==> src/rtl/edo_pkg.sv <==
package edo_pkg;

    typedef enum logic [2:0] {
        K_IDLE  = 3'd0,
        K_READ  = 3'd1,
        K_EARLY = 3'd2,
        K_LATE  = 3'd3,
        K_BLOCK = 3'd4
    } lane_kind_e;

    typedef struct packed {
        logic ras;
        logic we;
        logic oe;
    } ctl_t;

    localparam ctl_t CTL_INACTIVE = '{ras: 1'b1, we: 1'b1, oe: 1'b1};

    function automatic logic is_early(input lane_kind_e k);
        return k == K_EARLY;
    endfunction

    function automatic logic is_late(input lane_kind_e k);
        return k == K_LATE;
    endfunction

endpackage

==> src/rtl/edo_lane_ctrl.sv <==
module edo_lane_ctrl import edo_pkg::*; #(
    parameter int LANE_W = 8
) (
    input  logic              clk,
    input  logic              rst,
    input  logic              cas_f,
    input  logic              s_cas,
    input  logic              s_ras,
    input  logic              s_we,
    input  logic              we_f,
    input  logic              s_oe,
    input  logic              oe_r,
    input  logic              precharge,
    input  logic [LANE_W-1:0] rd_byte,
    output logic              wr_en,
    output logic              early_ev,
    output logic              late_ev,
    output lane_kind_e        kind,
    output logic              drive,
    output logic [LANE_W-1:0] dout
);

    logic hold;
    logic we_in_cycle;

    assign we_in_cycle = we_f && !s_cas && (kind == K_READ);
    assign early_ev    = cas_f && !s_we;
    assign late_ev     = we_in_cycle && s_oe;
    assign wr_en       = early_ev || late_ev;
    assign drive       = hold && !s_oe;

    always_ff @(posedge clk) begin
        if (rst) begin
            kind <= K_IDLE;
            hold <= 1'b0;
            dout <= '0;
        end else if (cas_f) begin
            if (!s_we) begin
                kind <= K_EARLY;
                hold <= 1'b0;
            end else begin
                kind <= K_READ;
                hold <= 1'b1;
                dout <= rd_byte;
            end
        end else if (we_in_cycle) begin
            if (s_oe) begin
                kind <= K_LATE;
                hold <= 1'b0;
            end else begin
                kind <= K_BLOCK;
            end
        end else begin
            if (precharge)
                kind <= K_IDLE;
            if (s_cas && (oe_r || !s_we || s_ras))
                hold <= 1'b0;
        end
    end

    a_r3_early_never_drives: assert property (@(posedge clk) disable iff (rst)
        (kind == K_EARLY) |-> !drive);

    a_r5_blocked_keeps_data: assert property (@(posedge clk) disable iff (rst)
        (kind == K_BLOCK && !s_cas && !s_oe) |-> drive);

    a_r8_hold_ends_on_we: assert property (@(posedge clk) disable iff (rst)
        (s_cas && we_f && !cas_f) |=> !drive);

endmodule

==> config.mk <==
export PLATFORM = sky130hd
export DESIGN_NAME = edo_lane_ctrl
export DESIGN_NICKNAME = d
export VERILOG_FILES = /design/src/rtl/edo_pkg.sv /design/src/rtl/edo_lane_ctrl.sv
export SDC_FILE = /design/constraint.sdc
export NUM_CORES = 1
export LEC_CHECK = 0
export BUFFER_PORTS_ARGS = -buffer_cell sky130_fd_sc_hd__buf_2
export CORE_MARGIN = 2
export CORE_UTILIZATION = 34
export CTS_CLUSTER_DIAMETER = 50
export CTS_CLUSTER_SIZE = 25
export DETAILED_ROUTE_END_ITERATION = 6
export HOLD_SLACK_MARGIN = 0.06
export PLACE_DENSITY = 0.75
export SYNTH_ARGS = -nofsm -noshare
export SYNTH_HDL_FRONTEND = slang
export SYNTH_SLANG_ARGS = --single-unit
==> constraint.sdc <==
create_clock -name clk -period 0.9 [get_ports clk]
set_input_delay 0.09 -clock clk [delete_from_list [all_inputs] [get_ports clk]]
set_output_delay 0.09 -clock clk [all_outputs]
set_load 0.02 [all_outputs]
# Word-level counts from Yosys, hierarchy flattened
# Index checks and enable logic that the tools add are counted.
[word_totals] register_bits=12 input_bits=18 out_inout_bits=15 wordCells=31
[op_classes] eq_ne=2 mux=10 reduce_logical=16
[op_table] cell="$mux 3" n=4
[op_table] cell="$logic_and 1x1->1" n=6
[op_table] cell="$reduce_bool 3->1" n=2
[op_table] cell="$mux 1" n=5
[op_table] cell="$reduce_and 2->1" n=2
[op_table] cell="$eq 3x1->1 const B" n=1
[op_table] cell="$logic_not 1->1" n=3
[op_table] cell="$logic_or 1x1->1" n=3
[op_table] cell="$ne 3x3->1 const B" n=1
[op_table] cell="$mux 2" n=1

# Depth between registers and ports, before layout
# Gate-level depths: netlist of the first run.
[depth] depth_word=7 depth_mapped=4 ltp_nobuf=4

# Least setup slack after synthesis of the first run
# Ideal clock, no wire load.
[synth_path] kind="register to register" from="register kind[1]" to="register hold" setup_time_ns=0.088 arrival_time_ns=1.093 required_ns=0.812 slack_ns=-0.281 path_stages_with_launch=5 path_buffers=0 period_less_slack_ns=1.181 cell_sequence="dfxtp_1 -> and4bb_1 -> nand2_1 -> inv_2 -> o32ai_2"
[synth_via] elab_chain_cells=4 elab_cells_between_ends=7 cone_classes="eq/ne (2); mux (2); reduce/logical (3)"
[synth_lines] element="start: declaration" line="edo_lane_ctrl.sv:18" rtl="output lane_kind_e kind,"
[synth_lines] element="start signal: assignment" line="edo_lane_ctrl.sv:34" rtl="kind <= K_IDLE;"
[synth_lines] element="start signal: assignment" line="edo_lane_ctrl.sv:39" rtl="kind <= K_EARLY;"
[synth_lines] element="start signal: assignment" line="edo_lane_ctrl.sv:42" rtl="kind <= K_READ;"
[synth_lines] element="$eq 3x1->1 *" line="edo_lane_ctrl.sv:26" rtl="assign we_in_cycle = we_f && !s_cas && (kind == K_READ);"
[synth_lines] element="$logic_and 1x1->1 *" line="edo_lane_ctrl.sv:26"
[synth_lines] element="$ne 3x3->1 (no source line), or another cell as far along"
[synth_lines] element="$reduce_and 2->1 (no source line) or $mux 1 (tied branches)"
[synth_lines] element="end signal: assignment" line="edo_lane_ctrl.sv:35" rtl="hold <= 1'b0;"
[synth_lines] element="end signal: assignment" line="edo_lane_ctrl.sv:40" rtl="hold <= 1'b0;"
[synth_lines] element="end signal: assignment" line="edo_lane_ctrl.sv:43" rtl="hold <= 1'b1;"
[synth_lines] element="end: declaration" line="edo_lane_ctrl.sv:23" rtl="logic hold;"
# Mark *: on every way between the ends. The rest lies on a longest branch, timed or not.
# A chain may end at the register's enable or synchronous reset.

# Worst setup path in the final report of the first run
[layout_path] from="register kind[1]" to="output wr_en"
[layout_via] elab_chain_cells=4
[layout_lines] element="$eq 3x1->1" line="edo_lane_ctrl.sv:26"
[layout_lines] element="$logic_and 1x1->1" line="edo_lane_ctrl.sv:26"
[layout_lines] element="$logic_and 1x1->1" line="edo_lane_ctrl.sv:28" rtl="assign late_ev = we_in_cycle && s_oe;"
[layout_lines] element="$logic_or 1x1->1" line="edo_lane_ctrl.sv:29" rtl="assign wr_en = early_ev || late_ev;"
[layout_lines] element="end: declaration" line="edo_lane_ctrl.sv:15" rtl="output logic wr_en,"
# No other way between the ends.

==> out/metrics.csv, run 1 <==
metric,value,unit
synth_seq_cells,12,
cts_max_level,1,
r2r-end,kind[1]$_SDFFE_PP0P_,
initial_core_util,0.357,
final_cell_area,918,µm²
dr.pass1.iters,4,
path_class,reg2out,
synthesis.area,526,µm²
cp_cell_sequence,"and4bb_1, nand2_2, o21ai_2, buf_6",
grt_pass1_wl,2.34,mm
yosys_warnings,0,
synth_nets,80,
chipWidth,43.3,µm
skew,1.05,ps
clock.fmax,774,MHz
die_area,1880,µm²
num_vias,603,
wirelength,1.39,mm
ir_drop,778,µV
yosys.cell_types.count,20,
grt_start_max_net_pins,11,
cp_top_family,simple AND/OR/NAND/NOR gates,
cts_buffers,3,
clock-sinks,12,
whs,60.0,ps
drcViolationCount,0,
cts_tree,built,
ios,33,
setup_violations,10,
use_met3,0.0170,
rsz0062_at_grt,yes,
top_usage_layer,met2,
final_common_cell,buf_2,
use_met2,0.290,
setup.worst_path.start,kind[1]$_SDFFE_PP0P_,
finalCritPeriodShare,1.44,
grtUsageTotal,0.167,
first_global_vias,582,
dp.final_hpwl,966,µm
dp.cells,112,
clk_latency,260,ps
critPathMaxFanout,3,
fin_ws,-392,ps
die_h,43.3,µm
core_area,1470,µm²
viasPerCell,4.79,
cellPowerDensity,1240,nW/µm²
maxCapViolCount,0,
syn-mean-instance-area,8.48,µm²
stdcell_count,126,
min-delay-path-class,in2reg,
placed_area,744,µm²
maxSlewViolCount,0,
nets,129,
tightest_slew,362,ps
use_met1,0.192,
start_kind,flip-flop,
holdPathStages,3,
drive_gt1_frac,0.491,
drt-initial-drc-count,12,
reg2reg_depth,4,
arrival,1200,ps
endpoint_kind,output pin,
port_buffers,32,
post-place-ws,-233,ps
hold_viol_final,0,
synthCells,62,
crit_buf_inv,1,
reg2reg_slack,-300,ps
finalSetupTns,-1940,ps
regToRegStartpoint,kind[1]$_SDFFE_PP0P_,
syn_to_final_growth,74.8,%
p_leak,0.435,nW
gp_congestion,0.821,
post-route-min-period,1290,ps
grt_overflow,0,
antenna_found_initial,0,
clockRootBuffer,clkbuf_4,
wl_per_cell,11.1,µm
ant_nets,0,
layout_common_cells,"buf_2 (24), nand2_1 (17)",
cp-endpoint,wr_en,
worstSetupPathDepth,4,
slew_headroom,0.759,
rows,14,
slowest_stage,dfxtp_4,
synth-seq-area-share,0.457,
final_util,0.624,
critPathMaxStageDelay,340,ps
status,"complete, but fails checks",
finalPower,1.14,mW
diodes,0,
violations,setup timing,
max-clock-path-buffers,2,
cp_data_required_time,810,ps
path_clk_slew,70,ps
[flip-flops by register name (all words and copies together), names as in the netlist]
name / count
dout: 8
hold: 1
kind: 3
[timing repair]
item	CTS	global route
gates resized for setup	16	3
hold buffers	6	0
buffers inserted	4	1
pin swaps	4	2
hold endpoints to repair	6	0
endpoints found under the setup margin	9	12
[kinds of logic (layout without fill, tap and decap cells)]
family,Yosys count,after routing,share of synthesized area
buffers and inverters,5,53,0.0381
AOI/OAI and AO/OA,16,16,0.224
and+or+nand+nor,29,29,0.281
DFF,12,12,0.457
[Yosys cell counts]
cell type | n | area share
a21boi_0 | 1 | 0.014
o21ai_0 | 3 | 0.029
buf_2 | 1 | 0.0095
nor3b_1 | 1 | 0.014
nor2_1 | 2 | 0.014
o21a_1 | 1 | 0.014
inv_1 | 2 | 0.014
and2_1 | 1 | 0.012
a311oi_2 | 1 | 0.029
o32ai_2 | 2 | 0.062
inv_2 | 1 | 0.0071
dfxtp_1 | 12 | 0.46
or2b_1 | 1 | 0.014
clkbuf_1 | 1 | 0.0071
a21oi_1 | 8 | 0.076
nand2_1 | 18 | 0.13
and4bb_1 | 1 | 0.024
and2b_1 | 1 | 0.014
nor3b_2 | 1 | 0.024
nor2b_1 | 3 | 0.036
[power by group]
group	internal, mW	total [mW]	switching [mW]
registers	0.553	0.566	0.0127
clock network	0.160	0.318	0.158
logic	0.130	0.257	0.127
[metal layers]
metal,wire length (µm),vias up
met5,0,-
met4,38,0
met3,75,4
met2,691,24
met1,588,271
li1,-,304
[layout make-up]
cell class              instances  area [µm²]
repair buffers                 46         330
inverters                       3        13.8
well taps                      16        20.0
fillers                       128         553
clock inverters                 1        3.75
flip-flops and latches         12         250
clock buffers                   3        22.5
multi-input cells              45         278
[tightest hold or removal path, cell delays in order]
cell and delay (ps):
buf_2 90, nand2_1 40, a21oi_1 50
[worst min path at each step]
stage,startpoint,to,slack [ps]
2_1_floorplan,rst,kind[1]$_SDFFE_PP0P_,150
3_3_place_gp,rd_byte[5],dout[5]$_SDFFE_PP0P_,330
3_5_place_dp,rd_byte[5],dout[5]$_SDFFE_PP0P_,340
4_1_cts,rd_byte[1],dout[1]$_SDFFE_PP0P_,60
5_1_grt,rd_byte[0],dout[0]$_SDFFE_PP0P_,60
6_report,rd_byte[0],dout[0]$_SDFFE_PP0P_,60
No activity file was read; power rests on OpenSTA's default activity.
==> run 2, diff against run 1 <==
--- a/constraint.sdc
+++ b/constraint.sdc
@@ -3,2 +3,2 @@
 set_output_delay 0.09 -clock clk [all_outputs]
-set_load 0.02 [all_outputs]
+set_load 0.005 [all_outputs]
==> run 2 against run 1 <==
Cell count rose by 2.4%. Hold slack improved by 29 ps. Highest routed layer unchanged. Clock power rose by 32%. The run still ends with setup timing left. Sequential power barely moved. Critical path type unchanged.
==> out/metrics.csv, run 2 (synthesized netlist as in run 1, its figures left out) <==
metric,value,unit
gp_congestion,0.836,
clk_latency,270,ps
nFillCells,132,
violations,setup timing,
core_area,1470,µm²
viasPerCell,4.67,
chipWidth,43.3,µm
clkPwrFrac,0.345,
layout_common_cells,"buf_2 (29), nand2_1 (17)",
dp.cells,111,
finalCritPeriodShare,1.40,
post-route-min-period,1260,ps
status,"complete, but fails checks",
clock-sinks,12,
cts_max_level,1,
top_register,dout,
cp_data_required_time,810,ps
final_common_cell,buf_2,
p_leak,0.454,nW
drive_gt1_frac,0.487,
wl_per_cell,11.0,µm
path_class,reg2out,
dr.pass1.iters,4,
wirelength,1.42,mm
finalSetupTns,-1860,ps
hold_viol_final,0,
grt_overflow,0,
min-delay-path-class,in2reg,
tightest_slew,374,ps
critPathMaxFanout,3,
p_int,934,µW
placed_area,721,µm²
arrival,1170,ps
crit_buf_inv,1,
fin_ws,-357,ps
ant_nets,0,
drcViolationCount,0,
max-clock-path-buffers,2,
rows,14,
cp_cell_sequence,"and4bb_1, nand2_2, o21ai_1, buf_2",
skew,4.76,ps
setup_violations,8,
grtUsageTotal,0.159,
slew_headroom,0.750,
drt-initial-drc-count,4,
stdcell_count,129,
nets,132,
reg2reg_slack,-270,ps
path_clk_slew,80,ps
syn_to_final_growth,77.4,%
p_comb_frac,0.186,
netSwitchingFraction,0.230,
first_global_vias,519,
top_regs,"dout x8, kind x3, hold x1",
ir_drop,780,µV
start_kind,flip-flop,
sequentialPowerShare,0.469,
p_sw,280,µW
critPathMaxStageDelay,320,ps
die_area,1880,µm²
rsz0062_at_grt,yes,
ios,33,
diodes,0,
initial_core_util,0.357,
num_vias,603,
port_buffers,32,
whs,89.5,ps
ff_latch_area,245,µm²
post-place-ws,-163,ps
grt_start_max_net_pins,12,
slowest_stage,dfxtp_2,
final_cell_area,932,µm²
final_util,0.634,
cts_buffers,3,
cellPowerDensity,1300,nW/µm²
largest_reg_flops,8,
dp.final_hpwl,949,µm
endpoint_kind,output pin,
antenna_found_initial,0,
multiInputGateArea,274,µm²
finalPower,1.21,mW
cp_top_family,simple AND/OR/NAND/NOR gates,
die_h,43.3,µm
cts_tree,built,
maxCapViolCount,0,
maxSlewViolCount,0,
clockRootBuffer,clkbuf_4,
grt_pass1_wl,2.23,mm
clock.fmax,796,MHz
[run 2: changes by cell type in the layout (fill, tap and decap cells not counted), sizes merged]
cell,before,now
buf,40,41
clkbuf,3,4
clkinv,1,0
dlygate4sd3,6,8
[run 2: final timing paths]
kind	startpoint	end	cells past startpoint
worst min-delay path	cas_f	hold$_SDFFE_PP0P_	2
worst min register to register	dout[0]$_SDFFE_PP0P_	dout[0]$_SDFFE_PP0P_	2
worst max-delay path	kind[2]$_SDFFE_PP0P_	wr_en	4
worst max register to register	kind[2]$_SDFFE_PP0P_	kind[0]$_SDFFE_PP0P_	4
[run 2: layout make-up]
| class | instances | share of cell area |
|---|---|---|
| Timing Repair Buffer | 49 | 0.370 |
| Multi-Input combinational cell | 45 | 0.294 |
| Sequential cell | 12 | 0.263 |
| Clock buffer | 4 | 0.0389 |
| Tap cell | 16 | 0.0215 |
| Inverter | 3 | 0.0121 |
[run 2: timing repair]
item | CTS | global route
gates resized for setup | 13 | 2
setup buffers | 4 | 2
hold endpoints to repair | 8 | 0
hold buffers | 8 | 0
pin swaps | 4 | 3
endpoints found under the setup margin | 9 | 10
[run 2: power by group through the flow]
stage | registers [mW] | clock network (mW) | logic, mW
after global placement | 0.578 | 0 | 0.163
after floorplan | 0.582 | 0 | 0.0712
final | 0.569 | 0.419 | 0.226
after CTS | 0.568 | 0.432 | 0.217
after global routing | 0.572 | 0.450 | 0.247
after detailed placement | 0.579 | 0 | 0.166
[run 2: routing by layer]
metal / wire [µm] / vias to the layer above / track usage / part of all wire
met3: 101 / 4 / 0.0298 / 0.071
met5: 0 / - / 0 / 0
met2: 690 / 24 / 0.257 / 0.49
met1: 600 / 263 / 0.195 / 0.42
li1: - / 312 / - / -
met4: 25 / 0 / 0.0909 / 0.018
==> run 3, diff against run 2 <==
- ABC_AREA: default -> 1
- BUFFER_PORTS_ARGS: -buffer_cell sky130_fd_sc_hd__buf_2 -> default
- DONT_BUFFER_PORTS: default -> 1
- PLACE_DENSITY: 0.75 -> 0.56
==> run 3 against run 2 <==
The flow still finishes with violations (setup timing). Die area up 11%. Critical path type unchanged. Maximum frequency up 9.4%. Critical path depth up 1. Hold slack worse by 11 ps. Global-route usage down 1.6 points. Clock-buffer cell count down 1. Combinational power down 16%. Critical endpoint is now late_ev.
==> out/metrics.csv, run 3 <==
metric,value,unit
status,"complete, but fails checks",
violations,setup timing,
async_flop_share,0,
synth_seq_cells,12,
cts_tree,built,
clk_latency,270,ps
first_global_vias,513,
finalSetupTns,-1140,ps
maxCapViolCount,0,
diodes,0,
wl_per_cell,11.4,µm
sequentialPowerShare,0.534,
final_common_cell,nor2_1,
yosys_most_used_dff,dfxtp_1,
slew_headroom,0.790,
core_area,1670,µm²
rows,15,
clockRootBuffer,clkbuf_4,
port_buffers,0,
num_vias,570,
top_register,dout,
synthesis.area,588,µm²
nets,121,
grt_overflow,0,
synthCells,82,
cp_data_required_time,810,ps
cts_max_level,1,
initial_core_util,0.352,
clkPwrFrac,0.295,
yosysMostFrequentCell,nor2_1,
synth_top_area_frac,0.409,
min-delay-path-class,in2reg,
drive_gt1_frac,0.218,
fin_ws,-249,ps
ios,33,
arrival,1060,ps
wirelength,1.35,mm
p_sw,287,µW
start_kind,flip-flop,
hold_viol_final,0,
path_clk_slew,70,ps
chipWidth,45.6,µm
layout_common_cells,"nor2_1 (19), inv_1 (14), dfxtp_1 (11)",
clock-sinks,12,
yosysTopAreaCell,dfxtp_1,
final_util,0.476,
p_int,813,µW
dr.pass1.iters,2,
syn-mean-instance-area,7.17,µm²
endpoint_kind,output pin,
setup_violations,6,
die_area,2080,µm²
antenna_found_initial,0,
netSwitchingFraction,0.261,
yosys.cell_types.count,16,
drt-initial-drc-count,7,
synthTopCellsByArea,"dfxtp_1 (41%), nor2_1 (12%), inv_1 (8.9%)",
cellPowerDensity,1380,nW/µm²
p_leak,0.401,nW
cts_buffers,3,
dp.final_hpwl,993,µm
p_comb_frac,0.171,
synth-seq-area-share,0.409,
largest_reg_flops,8,
synth_enable_flop_cells,0,
grtUsageTotal,0.142,
drcViolationCount,0,
syn_to_final_growth,35.3,%
critPathMaxFanout,4,
maxSlewViolCount,0,
viasPerCell,4.83,
ant_nets,0,
finalCritPeriodShare,1.28,
max-clock-path-buffers,2,
post-route-min-period,1150,ps
top_regs,"dout x8, kind x3, hold x1",
ir_drop,768,µV
clock.fmax,870,MHz
path_class,reg2out,
tightest_slew,315,ps
yosys_warnings,0,
nFillCells,175,
grt_pass1_wl,2.05,mm
synth_nets,100,
grt_start_max_net_pins,12,
rsz0062_at_grt,yes,
die_h,45.6,µm
skew,1.40,ps
gp_congestion,0.775,
synthTopCellsByCount,"nor2_1 (19), inv_1 (14), dfxtp_1 (12)",
## run 3: changes by cell type after synthesis, moves of 2 or more
cell	delta
nand2_1	-11
o21ai_0	+6
nor2_1	+17
o32ai_2	-2
nand4_1	+4
a21oi_1	-6
nor2b_1	-3
inv_1	+12
nand2_2	+2
nand3_1	+6
## run 3: worst paths after layout
path,startpoint,end,slack [ps],cells past startpoint
setup reg to reg,kind[0]$_SDFFE_PP0P_,hold$_SDFFE_PP0P_,-210,6
setup / recovery,kind[0]$_SDFFE_PP0P_,late_ev,-250,5
hold reg to reg,hold$_SDFFE_PP0P_,hold$_SDFFE_PP0P_,490,2
hold / removal,precharge,kind[2]$_SDFFE_PP0P_,80,3
## run 3: timing repair
| action | 4_1_cts | 5_1_grt |
|---|---|---|
| hold buffers | 9 | 0 |
| buffers inserted | 4 | 0 |
| gates cloned | 0 | 0 |
| setup endpoints to repair | 6 | 6 |
| pin swaps | 1 | 0 |
| hold endpoints to repair | 9 | 0 |
| resized for setup | 2 | 0 |
## run 3: per-layer routing
metal | global-route usage | up-vias | routed length, µm
li1 | - | 292 | -
met1 | 0.173 | 251 | 559
met2 | 0.223 | 23 | 653
met3 | 0.0238 | 4 | 111
met4 | 0.106 | 0 | 26
met5 | 0 | - | 0
## run 3: critical path, cell delays in order (launching register included)
cell and delay [ps]:
dfxtp_2 330, nand2_2 60, nor2_4 110, nand2_4 90
nor2_8 90, buf_6 90
## run 3: kinds of logic (layout without fill, tap and decap cells)
kind of cell | Yosys count | after routing | share of synthesized area
buffers and inverters | 17 | 36 | 0.134
AO/OA/AOI/OAI | 11 | 11 | 0.0936
AND/OR/NAND/NOR | 42 | 42 | 0.364
flip-flops | 12 | 12 | 0.409
## run 3: layout make-up
type,count,area [µm²],share of cell area
Clock buffer,3,22.5,0.0283
Timing Repair Buffer,18,161,0.203
Multi-Input combinational cell,53,279,0.351
Tap cell,17,21.3,0.0267
Inverter,15,70.1,0.0881
Sequential cell,12,241,0.303
## run 3: power by group through the flow
stage | sequential [mW] | combinational (mW) | clock (mW)
2_1_floorplan | 0.598 | 0.119 | 0
4_1_cts | 0.588 | 0.190 | 0.346
5_1_grt | 0.591 | 0.214 | 0.359
3_3_place_gp | 0.600 | 0.150 | 0
3_5_place_dp | 0.600 | 0.153 | 0
6_report | 0.587 | 0.189 | 0.325
## run 3: per-stage QoR
stage	hold slack (ps)	std cells	worst slack (ps)	total power, mW	area [µm²]
6_report	78.1	118	-249	1.10	796
2_1_floorplan	159	82	-35.9	0.716	599
3_3_place_gp	162	102	-91.9	0.750	649
5_1_grt	97.2	118	-319	1.16	796
4_1_cts	71.2	118	-264	1.12	796
3_5_place_dp	163	102	-110	0.754	649
